File: config.mk
export PLATFORM = sky130hd
export DESIGN_NAME = ring_space_monitor
export DESIGN_NICKNAME = d
export VERILOG_FILES = /design/src/rtl/rfm_pkg.sv /design/src/rtl/rfm_space_calc.sv /design/src/rtl/rfm_tick_gen.sv /design/src/rtl/rfm_stall_timer.sv /design/src/rtl/ring_space_monitor.sv
export SDC_FILE = /design/constraint.sdc
export NUM_CORES = 1
export LEC_CHECK = 0
export BUFFER_PORTS_ARGS = -buffer_cell sky130_fd_sc_hd__buf_2
export CAP_MARGIN = 30
export CORE_AREA = 5 5 94 113
export CTS_BUF_LIST = sky130_fd_sc_hd__clkbuf_8
export CTS_CLUSTER_SIZE = 12
export DETAILED_ROUTE_END_ITERATION = 16
export DIE_AREA = 0 0 99 118
export PLACE_DENSITY = 0.59
export SLEW_MARGIN = 5
export SYNTH_ARGS = -nofsm -noshare
export SYNTH_HDL_FRONTEND = slang
export SYNTH_SLANG_ARGS = --single-unit
File: constraint.sdc
create_clock -name clk -period 6.9 [get_ports clk]
set_input_delay 2.07 -clock clk [delete_from_list [all_inputs] [get_ports clk]]
set_output_delay 2.07 -clock clk [all_outputs]
set_load 0.02 [all_outputs]
File: src/rtl/rfm_pkg.sv
package rfm_pkg;
   typedef enum logic {
      RFM_IDLE = 1'b0,
      RFM_WAIT = 1'b1
   } rfm_state_e;
endpackage

File: src/rtl/rfm_space_calc.sv
module rfm_space_calc #(
   parameter int PTR_W       = 32,
   parameter int RING_LOG2   = 12,
   parameter int ALIGN_LOG2  = 2,
   parameter int GUARD_BYTES = 8
) (
   input  logic                 clk,
   input  logic                 rst_n,
   input  logic [PTR_W-1:0]     head_in,
   input  logic [PTR_W-1:0]     tail_in,
   output logic [RING_LOG2-1:0] head_q,
   output logic [RING_LOG2:0]   free_bytes,
   output logic                 ring_empty
);
   localparam int OFF_W   = RING_LOG2;
   localparam int SPACE_W = RING_LOG2 + 1;
   localparam int DIFF_W  = RING_LOG2 + 2;
   localparam logic [OFF_W-1:0]  KEEP_MASK = ~(OFF_W'((1 << ALIGN_LOG2) - 1));
   localparam logic [DIFF_W-1:0] RING_D    = DIFF_W'(1 << RING_LOG2);
   localparam logic [DIFF_W-1:0] GUARD_D   = DIFF_W'(GUARD_BYTES);
   localparam logic [SPACE_W-1:0] MAX_FREE = SPACE_W'((1 << RING_LOG2) - GUARD_BYTES);

   logic [OFF_W-1:0]  tail_q;
   logic [DIFF_W-1:0] raw_diff;
   logic [DIFF_W-1:0] wrap_diff;
   logic              unused_hi;

   assign unused_hi = ^{head_in[PTR_W-1:OFF_W], tail_in[PTR_W-1:OFF_W]};

   always_ff @(posedge clk) begin
      if (!rst_n) begin
         head_q <= '0;
         tail_q <= '0;
      end else begin
         head_q <= head_in[OFF_W-1:0] & KEEP_MASK;
         tail_q <= tail_in[OFF_W-1:0] & KEEP_MASK;
      end
   end

   always_comb begin
      raw_diff  = {2'b00, head_q} - {2'b00, tail_q} - GUARD_D;
      wrap_diff = raw_diff[DIFF_W-1] ? (raw_diff + RING_D) : raw_diff;
      free_bytes = wrap_diff[DIFF_W-1] ? '0 : wrap_diff[SPACE_W-1:0];
   end

   assign ring_empty = (head_q == tail_q);

   p_free_range_r2 : assert property (@(posedge clk) disable iff (!rst_n)
      free_bytes <= MAX_FREE);
   p_empty_free_r3 : assert property (@(posedge clk) disable iff (!rst_n)
      ring_empty |-> (free_bytes == MAX_FREE));
endmodule

File: src/rtl/rfm_tick_gen.sv
module rfm_tick_gen #(
   parameter int TICK_DIV = 200
) (
   input  logic clk,
   input  logic rst_n,
   input  logic run,
   output logic tick
);
   localparam int DIV_W = (TICK_DIV > 1) ? $clog2(TICK_DIV) : 1;

   generate
      if (TICK_DIV == 1) begin : g_every_cycle
         logic unused_clk;
         assign unused_clk = clk ^ rst_n;
         assign tick = run;
      end else begin : g_divider
         localparam logic [DIV_W-1:0] LAST = DIV_W'(TICK_DIV - 1);
         logic [DIV_W-1:0] div_cnt;
         always_ff @(posedge clk) begin
            if (!rst_n || !run)        div_cnt <= '0;
            else if (div_cnt == LAST)  div_cnt <= '0;
            else                       div_cnt <= div_cnt + 1'b1;
         end
         assign tick = run && (div_cnt == LAST);

         p_div_bound_r6 : assert property (@(posedge clk) disable iff (!rst_n)
            div_cnt <= LAST);
         p_tick_spaced_r6 : assert property (@(posedge clk) disable iff (!rst_n)
            tick |=> !tick);
      end
   endgenerate
endmodule

File: src/rtl/rfm_stall_timer.sv
module rfm_stall_timer #(
   parameter int HEAD_W      = 12,
   parameter int STALL_LIMIT = 10000
) (
   input  logic              clk,
   input  logic              rst_n,
   input  logic              start,
   input  logic              tick,
   input  logic [HEAD_W-1:0] head_q,
   output logic              expired
);
   localparam int CNT_W = $clog2(STALL_LIMIT + 1);
   localparam logic [CNT_W-1:0] LAST = CNT_W'(STALL_LIMIT - 1);

   logic [CNT_W-1:0]  idle_ticks;
   logic [HEAD_W-1:0] last_head;
   logic              moved;

   assign moved = (head_q != last_head);

   always_ff @(posedge clk) begin
      if (!rst_n) begin
         idle_ticks <= '0;
         last_head  <= '0;
      end else if (start) begin
         idle_ticks <= '0;
         last_head  <= head_q;
      end else if (tick) begin
         last_head <= head_q;
         if (moved)                   idle_ticks <= '0;
         else if (idle_ticks != LAST) idle_ticks <= idle_ticks + 1'b1;
      end
   end

   assign expired = tick && !moved && (idle_ticks == LAST);

   p_cnt_bound_r6 : assert property (@(posedge clk) disable iff (!rst_n)
      idle_ticks <= LAST);
   p_move_restart_r7 : assert property (@(posedge clk) disable iff (!rst_n)
      (tick && moved && !start) |=> (idle_ticks == '0));
endmodule

File: src/rtl/ring_space_monitor.sv
module ring_space_monitor #(
   parameter int PTR_W       = 32,
   parameter int RING_LOG2   = 12,
   parameter int ALIGN_LOG2  = 2,
   parameter int GUARD_BYTES = 8,
   parameter int TICK_DIV    = 200,
   parameter int STALL_LIMIT = 10000
) (
   input  logic                 clk,
   input  logic                 rst_n,
   input  logic [PTR_W-1:0]     head_ptr,
   input  logic [PTR_W-1:0]     tail_ptr,
   input  logic                 req_valid,
   input  logic [RING_LOG2:0]   req_bytes,
   input  logic                 req_drain,
   output logic                 req_ready,
   output logic                 stall_err,
   output logic                 waiting,
   output logic [RING_LOG2:0]   free_bytes,
   output logic                 ring_empty
);
   import rfm_pkg::*;

   localparam int SPACE_W = RING_LOG2 + 1;
   localparam logic [SPACE_W-1:0] DRAIN_NEED = SPACE_W'((1 << RING_LOG2) - GUARD_BYTES);

   generate
      if (PTR_W <= RING_LOG2) begin : g_bad_ptr_w
         $error("PTR_W must exceed RING_LOG2");
      end
      if (GUARD_BYTES >= (1 << RING_LOG2)) begin : g_bad_guard
         $error("GUARD_BYTES must be below the ring size");
      end
      if (ALIGN_LOG2 >= RING_LOG2) begin : g_bad_align
         $error("ALIGN_LOG2 must be below RING_LOG2");
      end
      if (TICK_DIV < 1 || STALL_LIMIT < 1) begin : g_bad_timer
         $error("TICK_DIV and STALL_LIMIT must be positive");
      end
   endgenerate

   rfm_state_e            state;
   logic [RING_LOG2-1:0]  head_q;
   logic [SPACE_W-1:0]    need;
   logic                  fits;
   logic                  tick;
   logic                  expired;
   logic                  enter_wait;

   rfm_space_calc #(
      .PTR_W(PTR_W), .RING_LOG2(RING_LOG2),
      .ALIGN_LOG2(ALIGN_LOG2), .GUARD_BYTES(GUARD_BYTES)
   ) u_space (
      .clk(clk), .rst_n(rst_n), .head_in(head_ptr), .tail_in(tail_ptr),
      .head_q(head_q), .free_bytes(free_bytes), .ring_empty(ring_empty)
   );

   rfm_tick_gen #(.TICK_DIV(TICK_DIV)) u_tick (
      .clk(clk), .rst_n(rst_n), .run(waiting), .tick(tick)
   );

   rfm_stall_timer #(.HEAD_W(RING_LOG2), .STALL_LIMIT(STALL_LIMIT)) u_stall (
      .clk(clk), .rst_n(rst_n), .start(enter_wait), .tick(tick),
      .head_q(head_q), .expired(expired)
   );

   assign need       = req_drain ? DRAIN_NEED : req_bytes;
   assign fits       = (free_bytes >= need);
   assign waiting    = (state == RFM_WAIT);
   assign req_ready  = req_valid && fits;
   assign enter_wait = (state == RFM_IDLE) && req_valid && !fits;
   assign stall_err  = waiting && req_valid && !fits && expired;

   always_ff @(posedge clk) begin
      if (!rst_n) begin
         state <= RFM_IDLE;
      end else begin
         unique case (state)
            RFM_IDLE: if (enter_wait) state <= RFM_WAIT;
            RFM_WAIT: if (!req_valid || req_ready || stall_err) state <= RFM_IDLE;
            default:  state <= RFM_IDLE;
         endcase
      end
   end

   p_one_outcome_r8 : assert property (@(posedge clk) disable iff (!rst_n)
      !(req_ready && stall_err));
   p_err_pulse_r8 : assert property (@(posedge clk) disable iff (!rst_n)
      stall_err |=> !stall_err);
   p_err_idle_r8 : assert property (@(posedge clk) disable iff (!rst_n)
      stall_err |=> !waiting);
   p_drain_empty_r5 : assert property (@(posedge clk) disable iff (!rst_n)
      (req_ready && req_drain) |-> ring_empty);
endmodule

**Word-level counts from Yosys, hierarchy flattened**

Index checks and enable logic that the tools add are counted.

- Bits in registers: 59
- Output and inout port bits: 17

- $add $sub $neg: 5
- $lt $le $gt $ge: 1
- Equal/unequal tests: 5
- Mux-type cells: 10
- Bitwise gates (word level): 2
- Reductions and logical operators: 22

Operators by type and width:

| cell | number |
|---|---|
| $mux 14 | 3 |
| $mux 13 | 2 |
| $mux 12 | 2 |
| $add 14x1->14 const B | 1 |
| $add 14x13->14 const B | 1 |
| $eq 14x14->1 const B | 1 |
| $ne 14x14->1 const B | 1 |
| $sub 14x4->14 const B | 1 |
| $ge 13x13->1 | 1 |
| $sub 12x12->13 | 1 |
| $eq 12x12->1 | 1 |
| $ne 12x12->1 | 1 |
| $logic_and 1x1->1 | 9 |
| $add 8x1->8 const B | 1 |
| $eq 8x8->1 const B | 1 |
| $logic_not 1->1 | 5 |
| $reduce_bool 2->1 | 2 |
| $reduce_or 2->1 | 2 |
| $logic_or 1x1->1 | 3 |
| $mux 1 | 2 |
| $not 1->1 | 2 |
| $pmux 1 s2 | 1 |
| $reduce_and 2->1 | 1 |

**Longest topological paths before layout**

- Depth after elaboration: 12
- Depth in mapped cells: 20
- Gate-level depth less buffers: 18

**By module**

A second synthesis with hierarchy kept.

- Cell total of the unflattened synthesis: 456
- Area, all modules: 3719.8 µm²

Modules (own cells, without submodules):

| module | times used | cells an instance | area an instance (µm²) |
|---|---|---|---|
| rfm_space_calc | 1 | 175 | 1472.7 |
| rfm_stall_timer | 1 | 187 | 1437.6 |
| ring_space_monitor | 1 | 55 | 455.4 |
| rfm_tick_gen | 1 | 39 | 354.1 |

**Worst setup path before layout**

No wires, ideal clock.

- Kind: flip-flop to output port
- From: register u_space.head_q[2]
- To: output port req_ready
- Arrival: 3.841 ns
- Required time: 4.830 ns
- Slack: 0.989 ns
- Cell stages (with the launch flop): 17
- Buffers on the path: 1
- Cells stage by stage: dfxtp_1 -> inv_1 -> ha_1 -> fa_1 -> and2b_4 -> o2111ai_2 -> nand3_1 -> xnor2_1 -> and3_1 -> buf_6 -> nand2_1 -> nor3_1 -> ha_1 -> nand4_1 -> or2_2 -> o221a_2 -> nor2b_1

- Cells in the longest elaborated chain, start to end: 7

RTL lines:

| what | line | text |
|---|---|---|
| start, declared | rfm_space_calc.sv:11 | `output logic [RING_LOG2-1:0] head_q,` |
| start signal, assigned | rfm_space_calc.sv:35 | `head_q <= head_in[OFF_W-1:0] & KEEP_MASK;` |
| $sub 12x12->13 * | rfm_space_calc.sv:41 | `raw_diff = {2'b00, head_q} - {2'b00, tail_q} - GUARD_D;` |
| $sub 14x4->14 * | rfm_space_calc.sv:41 |  |
| $add 14x13->14 | rfm_space_calc.sv:42 | `wrap_diff = raw_diff[DIFF_W-1] ? (raw_diff + RING_D) : raw_diff;` |
| $mux 14 * | rfm_space_calc.sv:42 |  |
| $mux 13 * | rfm_space_calc.sv:43 | `free_bytes = wrap_diff[DIFF_W-1] ? '0 : wrap_diff[SPACE_W-1:0];` |
| net free_bytes[12] | ring_space_monitor.sv:19 | `output logic [RING_LOG2:0] free_bytes,` |
| $ge 13x13->1 * | ring_space_monitor.sv:68 | `assign fits = (free_bytes >= need);` |
| $logic_and 1x1->1 * | ring_space_monitor.sv:70 | `assign req_ready = req_valid && fits;` |
| end, declared | ring_space_monitor.sv:16 | `output logic req_ready,` |

Mark *: on every way through the listed nets, which the timed path passes. The rest lies on a longest branch.

**Worst setup path after layout**

- From: register u_space.head_q[2]
- To: output port stall_err

- Cells in the longest elaborated chain, start to end: 9

RTL lines:

| what | line | text |
|---|---|---|
| $sub 12x12->13 | rfm_space_calc.sv:41 |  |
| $sub 14x4->14 | rfm_space_calc.sv:41 |  |
| $add 14x13->14 | rfm_space_calc.sv:42 |  |
| $mux 14 | rfm_space_calc.sv:42 |  |
| $mux 13 | rfm_space_calc.sv:43 |  |
| $ge 13x13->1 | ring_space_monitor.sv:68 |  |
| $logic_not 1->1 | ring_space_monitor.sv:72 | `assign stall_err = waiting && req_valid && !fits && expired;` |
| $logic_and 1x1->1 | ring_space_monitor.sv:72 |  |
| $logic_and 1x1->1 * | ring_space_monitor.sv:72 |  |
| end, declared | ring_space_monitor.sv:17 | `output logic stall_err,` |

Mark *: on every way between the ends. The rest lies on a longest branch, timed or not.

==> metrics.md <==
| Metric | Value |
|---|---|
| Outcome | finished, final reports clean |
| Vias | 2648 |
| Num CTS Buffers | 5 |
| CP Capture Type | output pin |
| Cell Rows | 39 |
| Depth of the worst hold-timing path | 1 |
| R2R cell count | 18 |
| Netlist cell types | 61 |
| RSZ-0062 raised after global routing | false |
| Die W | 99 µm |
| Root Buffer Master | clkbuf_8 |
| Nets@finish | 528 |
| Routed Antenna Nets | 0 |
| Starting Density | 34.0% |
| R2R Setup Slk | 2360 ps |
| Number of synthesized flops with an enable pin | 0 |
| Max incr delay on CP | 410 ps |
| Maxcap violations | 0 |
| Worst Path Arrival | 4410 ps |
| Post-Synthesis Cells | 378 |
| Setup Skew | 6.62 ps |
| Top_reg_cell synth | dfxtp_1 |
| Final Util | 38.8% |
| Multi-input gate area | 2000 µm² |
| Sequential Area | 1060 µm² |
| Post-synthesis cell area | 3200 µm² |
| Largest net degree at the start of global routing | 45 |
| CP delay by family, top | simple AND/OR/NAND/NOR gates |
| Overflow after GRT | 0 |
| Clock sinks | 53 |
| CP startpoint kind | flop |
| Gpl congestion | 0.857 |
| Buf/Inv on CP | 2 |
| Synth cell count leaders | 53 x dfxtp_1, 40 x nor2_1, 32 x nand2_1, 24 x ha_1 |
| Pwr/cell area | 214 nW/µm² |
| Post-CTS Resized | 0 |
| TritonCTS clock tree | built |
| FMAX | 154 MHz |
| Worst Tran Pin Value | 885 ps |
| Yosys top cell area share | 33.1% |
| Fin. Hold Viols | 0 |
| Initial DRC count | 99 |
| CP cell instances | inv_1 -> ha_1 -> fa_1 -> and2b_4 -> o22ai_2 -> xnor2_1 -> nor3_2 -> mux2i_1 -> nor3b_4 -> a21oi_1 -> ha_1 -> a21o_1 -> a21o_1 -> a21oi_1 -> o221a_2 -> and3_1 -> buf_2 |
| Fillers | 1012 |
| Ys Warns | 0 |
| Final setup violation count | 0 |
| Clock Latency Late Sink | 310 ps |
| Async set-reset flop share out of synthesis | 0% |
| Pleak | 1.57 nW |
| Core area | 9420 µm² |
| Most numerous cell in the Yosys netlist | dfxtp_1 |
| IO Port Bufs | 51 |
| Die area | 11700 µm² |
| Die height | 118 µm |
| Buffer count from post-CTS setup fixing | 0 |
| Vias in the first global route | 2637 |
| Crit Path Class | flop to output pin |
| Worst-case clock buffer depth | 2 |
| Final HPWL from detailed placement | 5.35 mm |
| First-pass GRT wire length | 11.9 mm |
| Wirelength per Cell | 12.5 µm |
| CP max FO | 6 |
| Top post-synthesis cells by area | dfxtp_1 33%, ha_1 9.4%, xor2_1 5.2%, nor2_1 4.7%, xnor2_1 4.4% |
| I/O pin cnt | 98 |
| Initial antenna violation count | 0 |
| CTS HTree Levels | 2 |
| Worst r2r src | u_space.head_q[2]$_SDFF_PN0_ |
| CTS Hold Bufs | 0 |
| Vias/cell | 4.85 |
| Post-synthesis register bit count | 53 |
| TNS Setup | 0 ps |
| Total Wirelength | 6.81 mm |
| Final Cycle Share | 93.8% |
| Worst hold endpoint | u_tick.g_divider.div_cnt[0]$_SDFF_PP0_ |
| Area Overhead vs Synth | 14.2% |
| Slew HR | 40.8% |
| Min-delay worst type | flop to flop |
| Ant diodes | 0 |
| Worst vdd ir | 0.0784 mV |
| First-pass DRT Iterations | 4 |
| Syn Area/Cell | 8.47 µm² |
| Clock slew at reported path FFs | 100 ps |
| Reg2reg end | u_stall.idle_ticks[7]$_SDFFE_PP0P_ |
| Yosys top cell by area | dfxtp_1 |
| # DRC | 0 |
| Hold Startpoint | u_tick.g_divider.div_cnt[0]$_SDFF_PP0_ |
| Tot GR Track Use | 12.1% |
| Share of layout cells above drive strength 1 | 18.9% |
| Register area share after synthesis | 33.1% |
| Max Slew Vio Count | 0 |
| Critical-path top delay cell | fa_1 |
| WP data required | 4830 ps |
| Final Critical Period | 6480 ps |
## cell type report
cell class              count  area share [%]
well taps                 123            4.21
flip-flops and latches     53            29.0
clock inverters             3            1.27
multi-input cells         293            54.7
clock buffers               5            1.88
inverters                  17            1.74
repair buffers             52            7.18
## logic make-up (layout without fill, tap and decap cells)
kind of cell    count (synthesis)  count (layout)  share of synthesized area, %
compound gates                 56              56                          12.0
xor+xnor                       36              36                          10.1
fa+ha+maj                      25              25                          10.0
buf+inv                        33              77                          4.49
flops                          53              53                          33.1
mux                             3               3                          1.09
other cells                     1               2                         0.117
simple gates                  171             171                          29.1
## metal layers
layer | GRT usage [%] | part of all wire, % | vias up
met5 | 0 | 0 | -
met1 | 14.3 | 44 | 1216
met3 | 2.31 | 3.6 | 6
met2 | 22.1 | 51 | 39
li1 | - | - | 1387
met4 | 2.82 | 1.1 | 0
## where the power goes
| part | internal (W) | switching, W |
|---|---|---|
| Clock | 0.000109 | 0.000106 |
| Combinational | 0.0000975 | 0.000146 |
| Sequential | 0.000316 | 0.00000744 |
| Total | 0.000523 | 0.000260 |
## per-stage QoR
stage	hold WS [ps]	power (W)	setup slack (ps)	instance area [µm²]	std cells
global route	477	0.000835	35.4	3660	546
global placement	426	0.000571	806	3540	538
floorplan	413	0.000514	989	3210	379
CTS	446	0.000792	385	3660	546
detailed placement	432	0.000576	742	3540	538
finish	442	0.000782	425	3660	546
## registers in the layout (all words and copies together), names as in the netlist
name,flops
u_space.head_q,10
u_space.tail_q,10
u_stall.idle_ticks,14
u_stall.last_head,10
u_tick.g_divider.div_cnt,8
waiting,1
## worst max-delay path by stage
stage	endpoint	cells past startpoint	start	slack [ps]
floorplan	req_ready	16	u_space.head_q[2]$_SDFF_PN0_	990
global placement	stall_err	16	u_space.head_q[2]$_SDFF_PN0_	810
detailed placement	stall_err	16	u_space.head_q[2]$_SDFF_PN0_	740
CTS	stall_err	16	u_space.head_q[2]$_SDFF_PN0_	390
global route	stall_err	17	u_space.head_q[2]$_SDFF_PN0_	40
finish	stall_err	17	u_space.head_q[2]$_SDFF_PN0_	420
## worst reg2reg max path, cell delays in order (launching register included)
cell and delay, ps:
dfxtp_1 390, inv_1 60, ha_1 220, fa_1 410, and2b_4 290, o22ai_2 80
xnor2_1 220, nor3_2 380, mux2i_1 180, nor3b_4 320, a21oi_1 110, ha_1 330
a21o_1 160, a21o_1 180, a21oi_1 160, o221a_2 290, nand2_1 90, o211ai_1 410
nor2_1 120
## layout by cell type, fill, tap and decap left out, types with 2 or more instances in the layout
cell       Yosys  routed
nand3_1       21      21
o21ai_1        2       2
conb_1         1       2
a21o_1         6       6
o21a_1         2       2
o21ai_0       14      14
mux2i_1        2       2
ha_1          24      24
buf_2          1      51
nor4b_1        2       2
nor2b_1        5       5
inv_1         17      17
nor3_1         2       2
clkbuf_8       0       5
xor2_1        19      19
nand2_1       32      32
dfxtp_1       53      53
xnor2_1       16      16
or2_2          2       2
nand4b_1       2       2
and2_1        21      21
o21ai_2        2       2
nand2b_1       6       6
o2111ai_1      2       2
and3_1         9       9
nor2_1        40      40
a21oi_1       14      14
a211o_1        2       2
nand4_1       14      14
Power figures use the tool's default switching activity.
